[src/rtl/slot_ctl_pkg.sv]
`timescale 1ns/1ps
package slot_ctl_pkg;
    // Word indices decoded by the block
    localparam int IDX_ID    = 0;
    localparam int IDX_FLASH = 1;
    localparam int IDX_STAT  = 2;
    localparam int IDX_DEC   = 3;
    // Field positions inside the status word
    localparam int BIT_WP    = 0;
    localparam int BIT_INS   = 3;
endpackage

[src/rtl/slot_sync.sv]
`timescale 1ns/1ps
module slot_sync #(
    parameter int W      = 2,
    parameter int STAGES = 2
) (
    input  logic         clk,
    input  logic         rst_n,
    input  logic [W-1:0] d,
    output logic [W-1:0] q
);
    typedef struct packed {
        logic [STAGES-1:0][W-1:0] chain;
    } sync_t;

    sync_t s_d, s_q;

    always_comb begin
        s_d = s_q;
        s_d.chain[0] = d;
        for (int i = 1; i < STAGES; i++) begin
            s_d.chain[i] = s_q.chain[i-1];
        end
    end

    always_ff @(posedge clk or negedge rst_n) begin
        if (!rst_n) s_q <= '0;
        else        s_q <= s_d;
    end

    assign q = s_q.chain[STAGES-1];
endmodule

[src/rtl/slot_latch.sv]
`timescale 1ns/1ps
module slot_latch (
    input  logic clk,
    input  logic rst_n,
    input  logic lvl,
    input  logic clr,
    output logic flag
);
    typedef struct packed {
        logic prev;
        logic flag;
    } latch_t;

    latch_t l_d, l_q;
    logic   rise;

    always_comb begin
        rise      = lvl & ~l_q.prev;
        l_d.prev  = lvl;
        l_d.flag  = rise | (l_q.flag & ~clr);
    end

    always_ff @(posedge clk or negedge rst_n) begin
        if (!rst_n) l_q <= '0;
        else        l_q <= l_d;
    end

    assign flag = l_q.flag;

    // an edge sets the flag on the next edge
    p_rise_sets_r3: assert property (@(posedge clk) disable iff (!rst_n)
        rise |=> flag);
    // without an acknowledge the flag holds
    p_hold_r4: assert property (@(posedge clk) disable iff (!rst_n)
        flag && !clr |=> flag);
    // no edge, no flag
    p_quiet_r4: assert property (@(posedge clk) disable iff (!rst_n)
        !flag && !rise |=> !flag);
    // acknowledge without an edge clears
    p_clear_r5: assert property (@(posedge clk) disable iff (!rst_n)
        clr && !rise |=> !flag);
    // edge and acknowledge together leave the flag set
    p_set_wins_r6: assert property (@(posedge clk) disable iff (!rst_n)
        rise && clr |=> flag);
endmodule

[src/rtl/slot_rdmux.sv]
`timescale 1ns/1ps
module slot_rdmux import slot_ctl_pkg::*; #(
    parameter int              IDX_W    = 4,
    parameter int              DATA_W   = 32,
    parameter logic [DATA_W-1:0] ID_VALUE = '0
) (
    input  logic              rd_en,
    input  logic [IDX_W-1:0]  idx,
    input  logic              wp,
    input  logic              ins,
    output logic [DATA_W-1:0] rdata
);
    always_comb begin
        rdata = '0;
        if (rd_en) begin
            case (idx)
                IDX_W'(IDX_ID): rdata = ID_VALUE;
                IDX_W'(IDX_STAT): begin
                    rdata[BIT_WP]  = wp;
                    rdata[BIT_INS] = ins;
                end
                default: rdata = '0;
            endcase
        end
    end
endmodule

[src/rtl/slot_ctl_regs.sv]
`timescale 1ns/1ps
module slot_ctl_regs import slot_ctl_pkg::*; #(
    parameter int                IDX_W       = 4,
    parameter int                DATA_W      = 32,
    parameter int                SYNC_STAGES = 2,
    parameter logic [DATA_W-1:0] ID_VALUE    = 32'h5107_C0DE
) (
    input  logic              clk,
    input  logic              rst_n,
    input  logic              bus_sel,
    input  logic              bus_wr,
    input  logic [IDX_W-1:0]  bus_idx,
    input  logic [DATA_W-1:0] bus_wdata,
    output logic [DATA_W-1:0] bus_rdata,
    input  logic              wp_in,
    input  logic              card_in,
    output logic              irq_out
);
    logic rd_en;
    logic ack;
    logic wp_s;
    logic card_s;
    logic ins_flag;
    logic unused_wdata;

    always_comb begin
        rd_en = bus_sel & ~bus_wr;
        ack   = bus_sel & bus_wr & (bus_idx == IDX_W'(IDX_STAT)) & bus_wdata[BIT_INS];
    end

    assign unused_wdata = ^{bus_wdata[DATA_W-1:BIT_INS+1], bus_wdata[BIT_INS-1:0]};

    slot_sync #(.W(2), .STAGES(SYNC_STAGES)) u_sync (
        .clk   (clk),
        .rst_n (rst_n),
        .d     ({card_in, wp_in}),
        .q     ({card_s, wp_s})
    );

    slot_latch u_latch (
        .clk   (clk),
        .rst_n (rst_n),
        .lvl   (card_s),
        .clr   (ack),
        .flag  (ins_flag)
    );

    slot_rdmux #(.IDX_W(IDX_W), .DATA_W(DATA_W), .ID_VALUE(ID_VALUE)) u_rd (
        .rd_en (rd_en),
        .idx   (bus_idx),
        .wp    (wp_s),
        .ins   (ins_flag),
        .rdata (bus_rdata)
    );

    assign irq_out = ins_flag;

    // a status read shows the same flag that drives the interrupt
    p_irq_mirror_r3: assert property (@(posedge clk) disable iff (!rst_n)
        bus_sel && !bus_wr && bus_idx == IDX_W'(IDX_STAT) |-> bus_rdata[BIT_INS] == irq_out);
    // unmapped and placeholder indices read zero
    p_unmapped_r8: assert property (@(posedge clk) disable iff (!rst_n)
        bus_sel && !bus_wr && bus_idx != IDX_W'(IDX_ID) && bus_idx != IDX_W'(IDX_STAT)
        |-> bus_rdata == '0);
    // no read strobe, no data
    p_idle_r9: assert property (@(posedge clk) disable iff (!rst_n)
        !(bus_sel && !bus_wr) |-> bus_rdata == '0);
endmodule

[config.mk]
export PLATFORM = sky130hd
export DESIGN_NAME = slot_ctl_regs
export DESIGN_NICKNAME = d
export VERILOG_FILES = /design/src/rtl/slot_ctl_pkg.sv /design/src/rtl/slot_sync.sv /design/src/rtl/slot_latch.sv /design/src/rtl/slot_rdmux.sv /design/src/rtl/slot_ctl_regs.sv
export SDC_FILE = /design/constraint.sdc
export NUM_CORES = 1
export LEC_CHECK = 0
export BUFFER_PORTS_ARGS = -buffer_cell sky130_fd_sc_hd__buf_2
export CAP_MARGIN = 10
export CORE_UTILIZATION = 27
export DETAILED_ROUTE_END_ITERATION = 12
export PLACE_DENSITY = 0.75
export SYNTH_ARGS = -nofsm -noshare
export SYNTH_HDL_FRONTEND = slang
export SYNTH_HIERARCHICAL = 1
export SYNTH_SLANG_ARGS = --single-unit
export TNS_END_PERCENT = 100
[constraint.sdc]
create_clock -name clk -period 2.2 [get_ports clk]
set_clock_uncertainty 0.2 [all_clocks]
set_input_delay 0.22 -clock clk [delete_from_list [all_inputs] [get_ports clk]]
set_output_delay 0.22 -clock clk [all_outputs]
set_load 0.01 [all_outputs]
# Word-level counts from Yosys, hierarchy flattened
# Index checks and enable logic that the tools add are counted.
# W data, S select, Z words.
dict set report totals {
  word_cells 21
  in_bits 42
  ff_bits 6
  output_inout_bits 33
}
dict set report classes {
  n_eq_ne 1
  reduce_logical 1
  bitwise_logic 10
  muxes 5
}
# op count
set op_table {}
lappend op_table {{$mux W32} 1}
lappend op_table {{$mux W27} 1}
lappend op_table {{$and A1 B1 Y1} 6}
lappend op_table {{$eq A4 B2 Y1 const B} 1}
lappend op_table {{$logic_not A4 Y1} 1}
lappend op_table {{$not A1 Y1} 3}
lappend op_table {{$mux W2} 1}
lappend op_table {{$pmux W1 S2} 1}
lappend op_table {{$mux W1} 1}
lappend op_table {{$or A1 B1 Y1} 1}

# Depth between registers and ports, before layout
dict set report logic_depth {
  ltp_word 6
  ltp_mapped 4
  mapped_depth_nobuf 3
}

# Hierarchy
# Netlist, hierarchy kept.
# mod area_each_um2 cells_each n_inst
set by_module_without_submodules {}
lappend by_module_without_submodules {slot_rdmux 261.5 36 1}
lappend by_module_without_submodules {slot_sync 100.1 4 1}
lappend by_module_without_submodules {slot_latch 70.1 5 1}
lappend by_module_without_submodules {slot_ctl_regs 31.3 4 1}

# Worst setup path after synthesis
# No wires, ideal clock.
dict set report synth_timing {
  kind {input-to-output}
  from {in bus_sel}
  to {out bus_rdata[14]}
  t_arrival_ns 1.578
  path_buffers 1
  stages 4
  slack_ns 0.202
  cell_sequence {nor2b_1 or4b_4 nor2_1 buf_4}
}
dict set report synth_between {
  elab_chain_len 2
}
# element line
set synth_lines {}
lappend synth_lines {{start: declaration} slot_ctl_regs.sv:10} ;# input logic bus_sel,
lappend synth_lines {{$and A1 B1 Y1} slot_ctl_regs.sv:27} ;# rd_en = bus_sel & ~bus_wr;
lappend synth_lines {{$mux W32} slot_rdmux.sv:15} ;# if (rd_en) begin
lappend synth_lines {{end: declaration} slot_ctl_regs.sv:14} ;# output logic [DATA_W-1:0] bus_rdata,
# Every way passes these cells.

# Final worst setup path
dict set report layout_timing {
  from {in bus_wr}
  to {out bus_rdata[14]}
}
dict set report layout_between {
  elab_chain_len 3
}
# element line
set layout_lines {}
lappend layout_lines {{start: declaration} slot_ctl_regs.sv:11} ;# input logic bus_wr,
lappend layout_lines {{$not A1 Y1} slot_ctl_regs.sv:27}
lappend layout_lines {{$and A1 B1 Y1} slot_ctl_regs.sv:27}
lappend layout_lines {{named net rd_en} slot_ctl_regs.sv:19} ;# logic rd_en;
lappend layout_lines {{$mux W32} slot_rdmux.sv:15}
# The timed path passes the listed nets, and every way through them passes these cells.

==> results.sh <==
export IMPL_pin_count=75
export IMPL_hold_viol=0
export IMPL_worst_skew_pair_late_latency_ps=240
export IMPL_clock_path_buffers=2
export IMPL_grt_max_degree=14
export IMPL_dieWidth_um=43.4
export IMPL_num_vias=303
export IMPL_syn_cell_area_um2=463
export IMPL_critPathKind="input pin to primary output"
export IMPL_crit_arrival_ps=1320
export IMPL_finalPower_mw=0.256
export IMPL_postSynthAreaPerCell_um2=9.45
export IMPL_worst_ep_required_time_ps=1780
export IMPL_routed_wl_um=649
export IMPL_fin_util=0.331
export IMPL_grt_pass1_wl_um=959
export IMPL_run_status="complete, but fails checks"
export IMPL_fin_crit_ps=1740
export IMPL_seq_area_frac_synth=0.324
export IMPL_cts_tree="yes"
export IMPL_cap_violations=0
export IMPL_grt_pass1_vias=256
export IMPL_clk_pin_slew_ps=40
export IMPL_syn_inst=49
export IMPL_power_density_nw_per_um2=497
export IMPL_startpoint_type="input pin"
export IMPL_overflow=0
export IMPL_setup_viol=0
export IMPL_clock_fmax_mhz=574
export IMPL_cts_buffers=3
export IMPL_drive_gt1_frac=0.507
export IMPL_antenna_left=0
export IMPL_ir_worst_vdd_v=0.000235
export IMPL_root_buffer="clkbuf_4"
export IMPL_drc=14
export IMPL_grt_usage=0.0726
export IMPL_htree_levels=1
export IMPL_initial_core_util=0.297
export IMPL_muxShareOfSynthArea=0
export IMPL_path_max_fanout=13
export IMPL_place_gp_congestion=0.677
export IMPL_tns_ps=0
export IMPL_violations="design-rule violations"
export IMPL_min_path_type="input pin to flop"
export IMPL_synth_seq_cells=6
export IMPL_syn2layout_area_growth_pct=11.4
export IMPL_synth_xor_area_frac=0
export IMPL_drv_slew=0
export IMPL_io_buffers=26
export IMPL_yosys_area_share_simple=0.127
export IMPL_synth_compound_area_frac=0.0459
export IMPL_antenna_found_initial=0
export IMPL_yosys_area_share_adder=0
export IMPL_wl_per_cell_um=7.64
export IMPL_die_height_um=43.4
export IMPL_rsz0062_at_grt="false"
export IMPL_dieArea_um2=1880
export IMPL_ctsResizeCount=0
export IMPL_drt_initial_drc_count=18
export IMPL_firstDrtPassIters=10
export IMPL_core_um2=1560
export IMPL_yosysWarnings=6
export IMPL_drt_vias_per_instance=3.56
export IMPL_antennaDiodeCount=0
export IMPL_period_share=0.792
export IMPL_nets=113
export IMPL_ys_types=13
export IMPL_p_leak_nw=0.328
export IMPL_cts_num_sinks=6
export IMPL_rows=14
export IMPL_dpl_hpwl_um=544
export IMPL_end_kind="primary output"
export IMPL_synth_top_family_by_area="buffers and inverters"
what timing repair did:
item                                    CTS  global route
hold buffers                              3             0
hold endpoints to repair                  8             0
endpoints found under the setup margin    0             0
buffers inserted                          0             0
final timing paths:
kind	to	depth (start not counted)	slack, ps	from
worst max-delay path	bus_rdata[14]	6	460	bus_wr
worst min-delay path	u_latch/flag$_DFF_PN0_	3	50	bus_idx[0]
worst max register to register	u_latch/flag$_DFF_PN0_	2	1350	u_latch/flag$_DFF_PN0_
worst min register to register	u_sync/q[0]$_DFF_PN0_	0	150	u_sync/s_d[2]$_DFF_PN0_
max in group asynchronous	u_sync/q[1]$_DFF_PN0_	2	1520	rst_n
min in group asynchronous	u_sync/q[0]$_DFF_PN0_	2	140	rst_n
cell usage after synthesis (all sizes together):
cell type  count  area [µm²]
o22ai          1        12.5
inv            3        11.3
conb           1        3.75
buf           29         218
nand4bb        1        11.3
nor2           2        10.0
dfrtp          6         150
nor2b          1        6.26
nor3           1        10.0
a21oi          1        8.76
or4b           1        13.8
nand2          2        7.51
cell type report:
type,instances,area (µm²)
inverters,3,11.3
multi-input cells,27,144
fillers,169,1040
repair buffers,30,168
well taps,16,20.0
flip-flops and latches,6,150
clock buffers,3,22.5
logic make-up (layout without fill, tap and decap cells):
kind of cell,after synthesis,count (layout)
buffers and inverters,32,36
flip-flops,6,6
AO/OA/AOI/OAI,2,2
AND/OR/NAND/NOR,8,8
other,1,17
where the power goes:
group	leakage [nW]	switching, mW	internal [mW]
Clock	0.0138	0.0364	0.0615
Sequential	0.0672	0.00181	0.116
Combinational	0.247	0.0255	0.0151
Total	0.328	0.0638	0.192
placed cells by master (no fill, tap or decap):
master         netlist  layout
dfrtp_1              6       6
o22ai_2              1       1
nand4bb_1            1       1
dlygate4sd3_1        0       3
or4b_4               1       1
a21oi_2              1       1
buf_2                0      26
nor3_2               1       1
conb_1               1      17
clkbuf_4             0       3
nand2_1              2       2
nor2_2               1       1
inv_1                3       3
nor2b_1              1       1
buf_4               29       1
nor2_1               1       1
flip-flops by register name (all words and copies together), names as in the netlist:
name	cells
u_latch/flag	1
u_latch/l_q	1
u_sync/s_d	2
u_sync/q	2
worst max-delay path, stage by stage:
cell,delay [ps]
buf_2,110
nor2b_1,110
or4b_4,490
nor2_1,100
buf_4,160
buf_2,140
metal layers:
metal | GRT usage | vias to the layer above | wire length (µm)
met1 | 0.0529 | 127 | 217
met5 | 0 | - | 0
met2 | 0.130 | 29 | 347
met3 | 0.0458 | 0 | 84
li1 | - | 147 | -
met4 | 0.0563 | 0 | 0
through the flow:
step	area [µm²]	setup slack, ps	hold WS [ps]	std cells
after floorplan	523	202	-276	65
after global placement	463	498	-159	79
after detailed placement	463	444	-154	79
after CTS	515	443	37.4	85
after global routing	515	372	58.5	85
final	515	457	48.3	85
Power figures use the tool's default switching activity.
